--- src/rtl/spi_port_pkg.sv ---
package spi_port_pkg;

  localparam int unsigned BASE_HALF = 2;
  localparam int unsigned STEP_LOG2 = 2;
  localparam int unsigned CTL_W     = 6;

  typedef enum logic [1:0] {
    ROLE_OFF    = 2'd0,
    ROLE_MASTER = 2'd1,
    ROLE_SLAVE  = 2'd2
  } role_e;

  typedef struct packed {
    logic [3:0] mode;
    logic       cpol;
    logic       en;
  } ctl_t;

  function automatic role_e mode_role(input logic [3:0] m);
    if (m[3:2] == 2'b00) return ROLE_MASTER;
    if (m == 4'b0100 || m == 4'b0101) return ROLE_SLAVE;
    return ROLE_OFF;
  endfunction

  function automatic logic mode_ss_used(input logic [3:0] m);
    return m == 4'b0100;
  endfunction

  function automatic logic mode_tick(input logic [3:0] m);
    return m == 4'b0011;
  endfunction

  // Half-period of SCK in system clocks for the divider modes
  function automatic int unsigned half_period(input logic [1:0] sel);
    return BASE_HALF << (STEP_LOG2 * sel);
  endfunction

endpackage

--- src/rtl/spi_clkgen.sv ---
module spi_clkgen #(
  parameter int CNT_W = 5
) (
  input  logic             clk,
  input  logic             rst_n,
  input  logic             run,
  input  logic             use_tick,
  input  logic             tick,
  input  logic [CNT_W-1:0] half_lim,
  output logic             half_pulse
);

  logic [CNT_W-1:0] cnt_q;
  logic             cnt_hit;

  assign cnt_hit    = (cnt_q == half_lim);
  assign half_pulse = run & (use_tick ? tick : cnt_hit);

  always_ff @(posedge clk or negedge rst_n) begin
    if (!rst_n)                        cnt_q <= '0;
    else if (!run || use_tick || cnt_hit) cnt_q <= '0;
    else                               cnt_q <= cnt_q + CNT_W'(1);
  end

  // divided modes never produce two half-period events back to back
  a_r2_divided_gap: assert property (@(posedge clk) disable iff (!rst_n)
    (run && !use_tick && half_pulse && half_lim != '0) |=> !half_pulse);

endmodule

--- src/rtl/spi_shifter.sv ---
module spi_shifter #(
  parameter int WORD_W = 8
) (
  input  logic              clk,
  input  logic              rst_n,
  input  logic              clear,
  input  logic              load,
  input  logic [WORD_W-1:0] load_word,
  input  logic              lead_ev,
  input  logic              trail_ev,
  input  logic              sdi_bit,
  output logic              sdo_bit,
  output logic              active,
  output logic              done,
  output logic [WORD_W-1:0] rx_word
);

  localparam int CNT_W = $clog2(WORD_W);
  localparam logic [CNT_W-1:0] LAST = CNT_W'(WORD_W - 1);

  logic [WORD_W-1:0] shreg_q;
  logic [CNT_W-1:0]  bit_cnt_q;
  logic              rx_bit_q;
  logic              half_q;

  assign sdo_bit = shreg_q[WORD_W-1];
  assign active  = half_q | (bit_cnt_q != '0);
  assign done    = trail_ev & half_q & (bit_cnt_q == LAST);
  assign rx_word = {shreg_q[WORD_W-2:0], rx_bit_q};

  always_ff @(posedge clk or negedge rst_n) begin
    if (!rst_n) begin
      shreg_q   <= '0;
      bit_cnt_q <= '0;
      rx_bit_q  <= 1'b0;
      half_q    <= 1'b0;
    end else begin
      if (clear) begin
        bit_cnt_q <= '0;
        half_q    <= 1'b0;
      end else if (lead_ev && !half_q) begin
        rx_bit_q <= sdi_bit;
        half_q   <= 1'b1;
      end else if (trail_ev && half_q) begin
        shreg_q   <= {shreg_q[WORD_W-2:0], rx_bit_q};
        half_q    <= 1'b0;
        bit_cnt_q <= (bit_cnt_q == LAST) ? '0 : bit_cnt_q + CNT_W'(1);
      end
      if (load) shreg_q <= load_word;
    end
  end

  // the word counter is back at its start after the final trailing edge
  a_r3_word_end: assert property (@(posedge clk) disable iff (!rst_n)
    done |=> (bit_cnt_q == '0 && !half_q));

endmodule

--- src/rtl/spi_status.sv ---
module spi_status #(
  parameter int WORD_W = 8
) (
  input  logic              clk,
  input  logic              rst_n,
  input  logic              done,
  input  logic              is_slave,
  input  logic [WORD_W-1:0] rx_word,
  input  logic              rd,
  input  logic              coll_ev,
  input  logic              clr_coll,
  input  logic              clr_ovf,
  output logic [WORD_W-1:0] buf_q,
  output logic              full_q,
  output logic              coll_q,
  output logic              ovf_q
);

  logic ovf_ev;

  assign ovf_ev = done & is_slave & full_q;

  always_ff @(posedge clk or negedge rst_n) begin
    if (!rst_n) begin
      buf_q  <= '0;
      full_q <= 1'b0;
      coll_q <= 1'b0;
      ovf_q  <= 1'b0;
    end else begin
      if (done && !ovf_ev) begin
        buf_q  <= rx_word;
        full_q <= 1'b1;
      end else if (rd) begin
        full_q <= 1'b0;
      end
      if (coll_ev)       coll_q <= 1'b1;
      else if (clr_coll) coll_q <= 1'b0;
      if (ovf_ev)        ovf_q <= 1'b1;
      else if (clr_ovf)  ovf_q <= 1'b0;
    end
  end

  // overflow only arises from a slave word
  a_r8_slave_only: assert property (@(posedge clk) disable iff (!rst_n)
    $rose(ovf_q) |-> $past(is_slave));
  // the lost word leaves the buffer untouched
  a_r8_keep_old: assert property (@(posedge clk) disable iff (!rst_n)
    ovf_ev |=> $stable(buf_q));
  // collision flag holds until cleared
  a_r7_coll_sticky: assert property (@(posedge clk) disable iff (!rst_n)
    (coll_q && !clr_coll) |=> coll_q);
  // buffer-full only rises on a completed word
  a_r9_full_src: assert property (@(posedge clk) disable iff (!rst_n)
    $rose(full_q) |-> $past(done));

endmodule

--- src/rtl/spi_port.sv ---
module spi_port
  import spi_port_pkg::*;
#(
  parameter int WORD_W      = 8,
  parameter int SYNC_STAGES = 2,
  parameter int DIV_CNT_W   = 5
) (
  input  logic              clk,
  input  logic              rst_n,
  input  logic              ctl_wr,
  input  logic [5:0]        ctl_wdata,
  input  logic              buf_wr,
  input  logic [WORD_W-1:0] buf_wdata,
  input  logic              buf_rd,
  output logic [WORD_W-1:0] buf_rdata,
  output logic              buf_full,
  input  logic              clr_coll,
  input  logic              clr_ovf,
  output logic              coll_flag,
  output logic              ovf_flag,
  input  logic              tick_in,
  input  logic              sck_in,
  output logic              sck_out,
  output logic              sck_oe,
  input  logic              sdi,
  output logic              sdo,
  output logic              sdo_oe,
  input  logic              ss_n
);

  ctl_t  ctl_q;
  role_e role;
  logic  is_master, is_slave, uses_ss, uses_tick;

  always_ff @(posedge clk or negedge rst_n) begin
    if (!rst_n)      ctl_q <= '0;
    else if (ctl_wr) ctl_q <= ctl_t'(ctl_wdata);
  end

  assign role      = mode_role(ctl_q.mode);
  assign is_master = ctl_q.en && (role == ROLE_MASTER);
  assign is_slave  = ctl_q.en && (role == ROLE_SLAVE);
  assign uses_ss   = mode_ss_used(ctl_q.mode);
  assign uses_tick = mode_tick(ctl_q.mode);

  // Pin synchronizers for the slave side
  logic [SYNC_STAGES-1:0] sck_sync_q, ss_sync_q;
  logic sck_prev_q, sck_s, ss_s;

  always_ff @(posedge clk or negedge rst_n) begin
    if (!rst_n) begin
      sck_sync_q <= '0;
      ss_sync_q  <= '1;
      sck_prev_q <= 1'b0;
    end else begin
      sck_sync_q <= {sck_sync_q[SYNC_STAGES-2:0], sck_in};
      ss_sync_q  <= {ss_sync_q[SYNC_STAGES-2:0], ss_n};
      sck_prev_q <= sck_s;
    end
  end

  assign sck_s = sck_sync_q[SYNC_STAGES-1];
  assign ss_s  = ss_sync_q[SYNC_STAGES-1];

  logic slave_sel, s_edge, s_lead, s_trail;
  assign slave_sel = is_slave && (!uses_ss || !ss_s);
  assign s_edge    = sck_s ^ sck_prev_q;
  assign s_lead    = slave_sel & s_edge & (sck_s != ctl_q.cpol);
  assign s_trail   = slave_sel & s_edge & (sck_s == ctl_q.cpol);

  // Master side
  logic m_busy_q, sck_lvl_q, half_pulse, m_lead, m_trail;
  logic abort, busy, start, load, coll_ev;
  logic sh_active, sh_done, sh_sdo;
  logic [WORD_W-1:0] rx_word;
  logic [DIV_CNT_W-1:0] half_lim;

  assign abort   = ctl_wr | !(is_master | is_slave) | (is_slave & !slave_sel);
  assign busy    = is_master ? m_busy_q : sh_active;
  assign coll_ev = buf_wr & (is_master | is_slave) & busy;
  assign load    = buf_wr & (is_master | is_slave) & !busy & !ctl_wr;
  assign start   = load & is_master;
  assign m_lead  = is_master & m_busy_q & half_pulse & (sck_lvl_q == ctl_q.cpol);
  assign m_trail = is_master & m_busy_q & half_pulse & (sck_lvl_q != ctl_q.cpol);
  assign half_lim = DIV_CNT_W'(half_period(ctl_q.mode[1:0]) - 1);

  spi_clkgen #(.CNT_W(DIV_CNT_W)) u_clkgen (
    .clk        (clk),
    .rst_n      (rst_n),
    .run        (m_busy_q & is_master),
    .use_tick   (uses_tick),
    .tick       (tick_in),
    .half_lim   (half_lim),
    .half_pulse (half_pulse)
  );

  always_ff @(posedge clk or negedge rst_n) begin
    if (!rst_n) begin
      m_busy_q  <= 1'b0;
      sck_lvl_q <= 1'b0;
    end else begin
      if (abort)        m_busy_q <= 1'b0;
      else if (start)   m_busy_q <= 1'b1;
      else if (sh_done) m_busy_q <= 1'b0;
      if (!m_busy_q || abort) sck_lvl_q <= ctl_q.cpol;
      else if (half_pulse)    sck_lvl_q <= ~sck_lvl_q;
    end
  end

  spi_shifter #(.WORD_W(WORD_W)) u_shifter (
    .clk       (clk),
    .rst_n     (rst_n),
    .clear     (abort),
    .load      (load),
    .load_word (buf_wdata),
    .lead_ev   (m_lead | s_lead),
    .trail_ev  (m_trail | s_trail),
    .sdi_bit   (sdi),
    .sdo_bit   (sh_sdo),
    .active    (sh_active),
    .done      (sh_done),
    .rx_word   (rx_word)
  );

  spi_status #(.WORD_W(WORD_W)) u_status (
    .clk      (clk),
    .rst_n    (rst_n),
    .done     (sh_done),
    .is_slave (is_slave),
    .rx_word  (rx_word),
    .rd       (buf_rd),
    .coll_ev  (coll_ev),
    .clr_coll (clr_coll),
    .clr_ovf  (clr_ovf),
    .buf_q    (buf_rdata),
    .full_q   (buf_full),
    .coll_q   (coll_flag),
    .ovf_q    (ovf_flag)
  );

  assign sck_out = is_master ? sck_lvl_q : ctl_q.cpol;
  assign sck_oe  = is_master;
  assign sdo_oe  = is_master | slave_sel;
  assign sdo     = sh_sdo;

  // a disabled port never has a master transfer running
  a_r10_off_idle: assert property (@(posedge clk) disable iff (!rst_n)
    !ctl_q.en |=> !m_busy_q);
  // a deselected slave drops any partial word
  a_r6_ss_clears: assert property (@(posedge clk) disable iff (!rst_n)
    (is_slave && uses_ss && ss_s) |=> !sh_active);
  // a finished master word leaves SCK at its idle level
  a_r4_master_rest: assert property (@(posedge clk) disable iff (!rst_n)
    (sh_done && is_master && !ctl_wr) |=> (sck_out == ctl_q.cpol));

endmodule

--- config.mk ---
export PLATFORM = sky130hd
export DESIGN_NAME = spi_port
export DESIGN_NICKNAME = d
export VERILOG_FILES = /design/src/rtl/spi_port_pkg.sv /design/src/rtl/spi_clkgen.sv /design/src/rtl/spi_shifter.sv /design/src/rtl/spi_status.sv /design/src/rtl/spi_port.sv
export SDC_FILE = /design/constraint.sdc
export NUM_CORES = 1
export LEC_CHECK = 0
export ABC_CLOCK_PERIOD_IN_PS = 3500
export BUFFER_PORTS_ARGS = -buffer_cell sky130_fd_sc_hd__buf_4
export CORE_ASPECT_RATIO = 1.5
export CORE_UTILIZATION = 54
export CTS_CLUSTER_DIAMETER = 80
export DETAILED_ROUTE_END_ITERATION = 10
export PLACE_DENSITY = 0.78
export SLEW_MARGIN = 20
export SYNTH_ARGS = -nofsm -noshare
export SYNTH_HDL_FRONTEND = slang
export SYNTH_HIERARCHICAL = 1
export SYNTH_SLANG_ARGS = --single-unit
--- constraint.sdc ---
create_clock -name clk -period 3.5 [get_ports clk]
set_input_delay 0.35 -clock clk [delete_from_list [all_inputs] [get_ports clk]]
set_output_delay 0.35 -clock clk [all_outputs]
set_load 0.05 [all_outputs]
Word level (Yosys, flattened, before mapping)

Cells that the tools add are included.

Output and inout port bits: 15
Bits in registers: 42

Shifts and indexed selects: 1
Equal/unequal tests: 14
Mux-type cells: 33
Reductions and logical operators: 34
Add/subtract/negate cells: 3
Bitwise gates (word level): 28

Operators with widths:

| operator            | number |
|---|---|
| $mux 8              | 4 |
| $mux 1              | 20 |
| $and 1x1->1         | 18 |
| $mux 3              | 4 |
| $reduce_bool 2->1   | 6 |
| $logic_not 1->1     | 10 |
| $reduce_bool 3->1   | 3 |
| $eq 4x3->1 const B  | 2 |
| $mux 2              | 4 |
| $or 1x1->1          | 7 |
| $logic_and 1x1->1   | 6 |
| $add 5x1->5 const B | 1 |
| $eq 5x5->1          | 1 |
| $logic_or 1x1->1    | 5 |
| $mux 5              | 1 |
| $shl 2x3->5 const A | 1 |
| $sub 5x1->5 const B | 1 |
| $eq 4x2->1 const B  | 1 |
| $ne 2x2->1 const B  | 2 |
| $reduce_and 2->1    | 2 |
| $add 3x1->3 const B | 1 |
| $eq 3x3->1 const B  | 1 |
| $reduce_and 3->1    | 1 |
| $eq 1x1->1          | 2 |
| other kinds (7)     | 9 |

Depth between registers and ports, before layout

Word-level depth: 20
Gate-level depth with buffers: 14
Mapped depth without buffers: 13

Hierarchy

Netlist, hierarchy kept.

Modules (own cells, without submodules):

| module      | instances | cells an instance | area an instance (um^2) | seq. area each (um^2) |
|---|---|---|---|---|
| spi_shifter | 1         | 72                | 669.4                   | 325.3 |
| spi_port    | 1         | 58                | 654.4                   | 327.8 |
| spi_status  | 1         | 27                | 421.7                   | 275.3 |
| spi_clkgen  | 1         | 27                | 307.8                   | 125.1 |

Least setup slack after synthesis

No wires, ideal clock.

Path type: register to register
Start: register ctl_q[5] in the netlist's numbering
End: register u_status.buf_q[0]
Data required time: 3,375 ps
Path buffers: 0
Setup slack: 294 ps
Period minus slack after synthesis: 3,206 ps
Cell stages (with the launch flop): 14
Arrival time: 3,081 ps
Cell sequence: dfrtp_1 -> nor2_1 -> nand2_1 -> inv_1 -> and2_1 -> nand2b_1 -> nor3_1 -> a32o_1 -> nand3_1 -> o32a_2 -> mux2i_1 -> and3_1 -> a21boi_4 -> mux2_2

Cells in the longest elaborated chain, start to end: 19
Elaborated cells on any way between the ends: 32

Ends and longest elaborated chain:

| item                         | RTL line           | RTL |
|---|---|---|
| start, declared              | spi_port.sv:31     | `ctl_t ctl_q;` |
| start signal, assigned       | spi_port.sv:37     | `else if (ctl_wr) ctl_q <= ctl_t'(ctl_wdata);` |
| $eq 4x3->1                   | spi_port_pkg.sv:21 | `if (m == 4'b0100 \|\| m == 4'b0101) return ROLE_SLAVE;` |
| $logic_or 1x1->1             | spi_port_pkg.sv:21 |  |
| $mux 1 (2 in a row)          | spi_port_pkg.sv:21 |  |
| $mux 2                       | spi_port_pkg.sv:22 | `return ROLE_OFF;` |
| $mux 2 (*)                   | spi_port_pkg.sv:21 |  |
| $eq 2x1->1 (*)               | spi_port.sv:41     | `assign is_master = ctl_q.en && (role == ROLE_MASTER);` |
| $logic_and 1x1->1 (*)        | spi_port.sv:41     |  |
| named net sck_oe             | spi_port.sv:24     | `output logic sck_oe,` |
| (+2 left out)                | -                  |  |
| named net half_pulse         | spi_port.sv:72     | `logic m_busy_q, sck_lvl_q, half_pulse, m_lead, m_trail;` |
| $and 1x1->1 (*) (2 in a row) | spi_port.sv:84     | `assign m_trail = is_master & m_busy_q & half_pulse & (sck_lvl_q != ctl_q.cpol);` |
| $or 1x1->1 (*)               | spi_port.sv:117    | `.trail_ev (m_trail \| s_trail),` |
| $and 1x1->1 (*) (2 in a row) | spi_shifter.sv:28  | `assign done = trail_ev & half_q & (bit_cnt_q == LAST);` |
| named net sh_done            | spi_port.sv:74     | `logic sh_active, sh_done, sh_sdo;` |
| $and 1x1->1 (2 in a row)     | spi_status.sv:21   | `assign ovf_ev = done & is_slave & full_q;` |
| $logic_not 1->1              | spi_status.sv:30   | `if (done && !ovf_ev) begin` |
| $logic_and 1x1->1 (*)        | spi_status.sv:30   |  |
| end signal, assigned         | spi_status.sv:31   | `buf_q <= rx_word;` |
| end, declared                | spi_status.sv:13   | `output logic [WORD_W-1:0] buf_q,` |

The timed path passes the listed nets; every way through them passes the cells marked *. The select of a mux whose other input is x is not followed.
A chain may end at the register's enable or synchronous reset.

Worst setup path after layout

Start: register ctl_q[2] in the netlist's numbering
End: register u_status.buf_q[4]

Elaborated cells on any way between the ends: 33

RTL lines:

| item                         | RTL line           | RTL |
|---|---|---|
| $shl 2x3->5 (*)              | spi_port_pkg.sv:35 | `return BASE_HALF << (STEP_LOG2 * sel);` |
| $sub 5x1->5 (*)              | spi_port.sv:85     | `assign half_lim = DIV_CNT_W'(half_period(ctl_q.mode[1:0]) - 1);` |
| named net half_lim[1]        | spi_port.sv:76     | `logic [DIV_CNT_W-1:0] half_lim;` |
| $eq 5x5->1 (*)               | spi_clkgen.sv:16   | `assign cnt_hit = (cnt_q == half_lim);` |
| $mux 1 (*)                   | spi_clkgen.sv:17   | `assign half_pulse = run & (use_tick ? tick : cnt_hit);` |
| $and 1x1->1 (*)              | spi_clkgen.sv:17   |  |
| named net half_pulse         | spi_port.sv:72     |  |
| $and 1x1->1 (*) (2 in a row) | spi_port.sv:84     |  |
| $or 1x1->1 (*)               | spi_port.sv:117    |  |
| $and 1x1->1 (*) (2 in a row) | spi_shifter.sv:28  |  |
| named net sh_done            | spi_port.sv:74     |  |
| $and 1x1->1 (2 in a row)     | spi_status.sv:21   |  |
| $logic_not 1->1              | spi_status.sv:30   |  |
| $logic_and 1x1->1 (*)        | spi_status.sv:30   |  |

Marks and branches as above.

==> run summary <==
### Yosys
- Yosys warning total: 6
- Synth Net Count: 214
- number of distinct library cell variants in the gate-level netlist after synthesis: 43
- syn_area_per_cell: 11.2 sq um
- EDFF count, synth: 0
- async set-reset flop share out of synthesis: 100%
- sequential-to-total area share from yosys stat: 51.3%
- Synth Flop Type: sky130_fd_sc_hd__dfrtp_1
- post-synthesis instance total: 184
- number of storage elements in the synthesis netlist: 42
- summed instance area of the synthesized netlist: 2050 sq um

### Routing
- routed wire length: 4180 um
- DR pass1 iterations: 4
- met2 wire length: 2310 um
- detailed-route wire length per cell: 15.5 um
- vias after detailed routing: 1491
- post-detailed-route count of antenna-violating nets: 0
- highest routing layer actually used: met4
- Met1 Routed Length: 1650 um
- DRT iter0 DRCs: 38
- post-detailed-route DRC marker count: 0
- vias per std cell: 5.52
- wire length on met3: 141 um

### Critical path
- count of buffer and inverter cells on the critical path: 0
- startpoint-to-endpoint class of the critical path: reg2reg
- crit path cell chain: or2_2 > ha_1 > xor2_1 > nor3_4 > a32o_1 > nand3_1 > o32a_2 > mux2i_1 > and3_1 > a21boi_4 > mux2_2
- depth of the most critical reg-to-reg path: 11
- slowest stage delay, CP: 410 ps
- peak fanout along the critical path: 9
- Startpoint Class: register
- cell family with most CP delay: simple AND/OR/NAND/NOR gates
- slowest cell on the critical path: sky130_fd_sc_hd__dfrtp_1
- Levels on crit path: 11
- Reg-to-Reg Start: ctl_q[2]
- beginning of the critical path: ctl_q[2]
- Crit path arrival time: 3460 ps
- Crit. End Element: register
- required time of the worst setup path: 3680 ps

### GRT
- wire length of the first global-routing pass: 6860 um
- largest net degree at the start of global routing: 43
- total congestion overflow after global routing: 0
- overall track demand over capacity in global routing: 22.9%
- via count of the first global-routing pass: 1498
- number of antenna violations at the first check in global routing: 0

### STA
- sum of negative setup slack: 0 ps
- slew at the pin closest to its max-slew limit: 515 ps
- final count of negative-setup-slack endpoints: 0
- Final Max Slew Viols: 0
- final setup margin: 217 ps
- skew final: 15.4 ps
- worst relative slew slack: 65.7%
- maximum operating frequency: 0.305 GHz
- final critical delay including setup and external delays: 3280 ps
- final clock period utilization by the worst path: 93.8%
- number of failing hold endpoints at the final stage: 0
- unrepaired setup endpoints after global routing: no

### Clock tree
- Hold-fix buffers, CTS: 0
- Clock Latency Late Sink: 300 ps
- CTS tree: done
- clock root buffer master: sky130_fd_sc_hd__clkbuf_8
- CTS Sinks: 42
- number of levels the H-tree was split into: 2
- Num CTS Buffers: 5
- Resized cells post-CTS: 0
- Clock Path Buffers: 2
- register clock-pin slew on the reported worst setup and hold paths: 80 ps
- number of buffers added for setup after CTS: 0

### Floorplan
- die area: 4060 sq um
- Std-Cell Core Area: 3650 sq um
- Cell Rows: 27
- Chip Height: 77.5 um
- width of the chip: 52.3 um
- ports placed on the boundary: 40
- initial cell density of the core: 56.3%

### Pwr
- Cell Pwr Density: 451 nW/um^2
- leakage power: 0.00121 uW
- sw frac: 26.8%
- sequential group share of total power: 51.1%
- maximum vdd drop: 0.389 mV
- Combinational Power Share: 15.3%
- Tot Pwr: 1120 uW
- Cell Int Power: 819 uW
- Clock Power Share: 33.6%
- switching power of the nets: 299 uW

### Placement
- number of port buffers: 39
- Placed Area: 2370 sq um
- Detailed Place HPWL: 3070 um
- worst slack at placement: 213 ps
- global placement routability congestion: 0.878

### Layout
- share of final-layout standard cells stronger than drive strength 1: 32.2%
- net total in the final layout: 256
- number of antenna cells inserted: 0
- Fillers: 279
- synth-to-layout area growth: 20.7%
- highest-count cells in the layout ignoring fill and taps: 40 x sky130_fd_sc_hd__dfrtp_1, 40 x sky130_fd_sc_hd__buf_4, 20 x sky130_fd_sc_hd__a21oi_1, 15 x sky130_fd_sc_hd__nand2_1, 15 x sky130_fd_sc_hd__mux2_2
- final design area excluding fillers: 2480 sq um

### Worst hold path
- Min-Delay Path Class: in2async

### Status
- run status: finished, final reports clean

### Flow run
- MaxCap Viol Count: 0

## path summary, 6_finish.rpt
check,to,slack [ps]
worst max-delay path,u_status/buf_q[4],220
min in group clk,ss_sync_q[0],170
worst max register to register,u_status/buf_q[4],220
worst min register to register,ss_sync_q[1],360
max in group asynchronous,ss_sync_q[0],3100
worst min-delay path,u_status/buf_q[5],20
## registers in the layout, indices dropped and copies added, names as in the netlist
signal and cells:
u_shifter/half_q 1, ctl_q 6, u_status/buf_q 8, ss_sync_q 2, u_status/coll_q 1, sck_prev_q 1, sck_lvl_q 1, u_status/ovf_q 1
u_shifter/rx_bit_q 1, sck_sync_q 2, u_status/full_q 1, m_busy_q 1, u_shifter/bit_cnt_q 3, u_clkgen/cnt_q 5, u_shifter/shreg_q 8
## cell families (layout without fill, tap and decap cells)
kind of cell	Yosys count	count (layout)	synth area share, %
multiplexers	18	18	9.69
AO/OA/AOI/OAI	38	38	12.0
adder cells (fa/ha/maj)	5	5	3.05
AND/OR/NAND/NOR	54	54	15.7
other	1	1	0.183
buffers and inverters	17	60	3.90
flip-flops	42	42	51.3
XOR/XNOR	9	9	4.21
## power groups by stage
stage | clock network [uW] | logic, uW | registers [uW]
finish | 376 | 171 | 572
global route | 397 | 187 | 580
CTS | 384 | 172 | 572
detailed placement | 0 | 171 | 582
global placement | 0 | 163 | 579
floorplan | 0 | 95.0 | 586
## routing by layer
metal / vias to the layer above / global-route usage, %
met5: - / 0
met4: 0 / 8.42
met3: 8 / 5.29
met2: 36 / 40.1
met1: 735 / 26.0
li1: 712 / -
## through the flow
step	instances	hold WS (ps)	utilization, %
floorplan	184	54.4	-
global placement	262	334	65.0
detailed placement	262	349	65.0
CTS	270	48.3	67.9
global route	270	60.3	67.9
finish	270	22.9	67.9
## cells in the mapped netlist (2+ instances only)
library cell	instances	area (sq um)
sky130_fd_sc_hd__nand2b_1	3	18.8
sky130_fd_sc_hd__xor2_1	6	52.6
sky130_fd_sc_hd__mux2i_1	3	30.0
sky130_fd_sc_hd__a21oi_1	20	100
sky130_fd_sc_hd__xnor2_1	2	17.5
sky130_fd_sc_hd__o32a_2	2	22.5
sky130_fd_sc_hd__buf_4	2	15.0
sky130_fd_sc_hd__and3_1	2	12.5
sky130_fd_sc_hd__mux2_2	15	169
sky130_fd_sc_hd__ha_1	5	62.6
sky130_fd_sc_hd__dfstp_2	2	52.6
sky130_fd_sc_hd__nor2b_1	10	62.6
sky130_fd_sc_hd__dfrtp_1	40	1000
sky130_fd_sc_hd__nor3b_1	2	15.0
sky130_fd_sc_hd__and3b_1	2	17.5
sky130_fd_sc_hd__inv_1	12	45.0
sky130_fd_sc_hd__a211oi_1	5	37.5
sky130_fd_sc_hd__nand3_1	6	30.0
sky130_fd_sc_hd__o21ai_0	3	15.0
sky130_fd_sc_hd__nand2_1	15	56.3
sky130_fd_sc_hd__nor2_1	5	18.8
## area by class of cell
| cell class | instances | area, sq um | share of cell area, % |
|---|---|---|---|
| multi-input cells | 125 | 920 | 37.1 |
| clock buffers | 7 | 76.3 | 3.08 |
| flip-flops and latches | 42 | 1050 | 42.5 |
| inverters | 12 | 45.0 | 1.82 |
| clock inverters | 1 | 30.0 | 1.21 |
| well taps | 43 | 53.8 | 2.17 |
| repair buffers | 40 | 300 | 12.1 |
No activity file was read; power rests on OpenSTA's default activity.
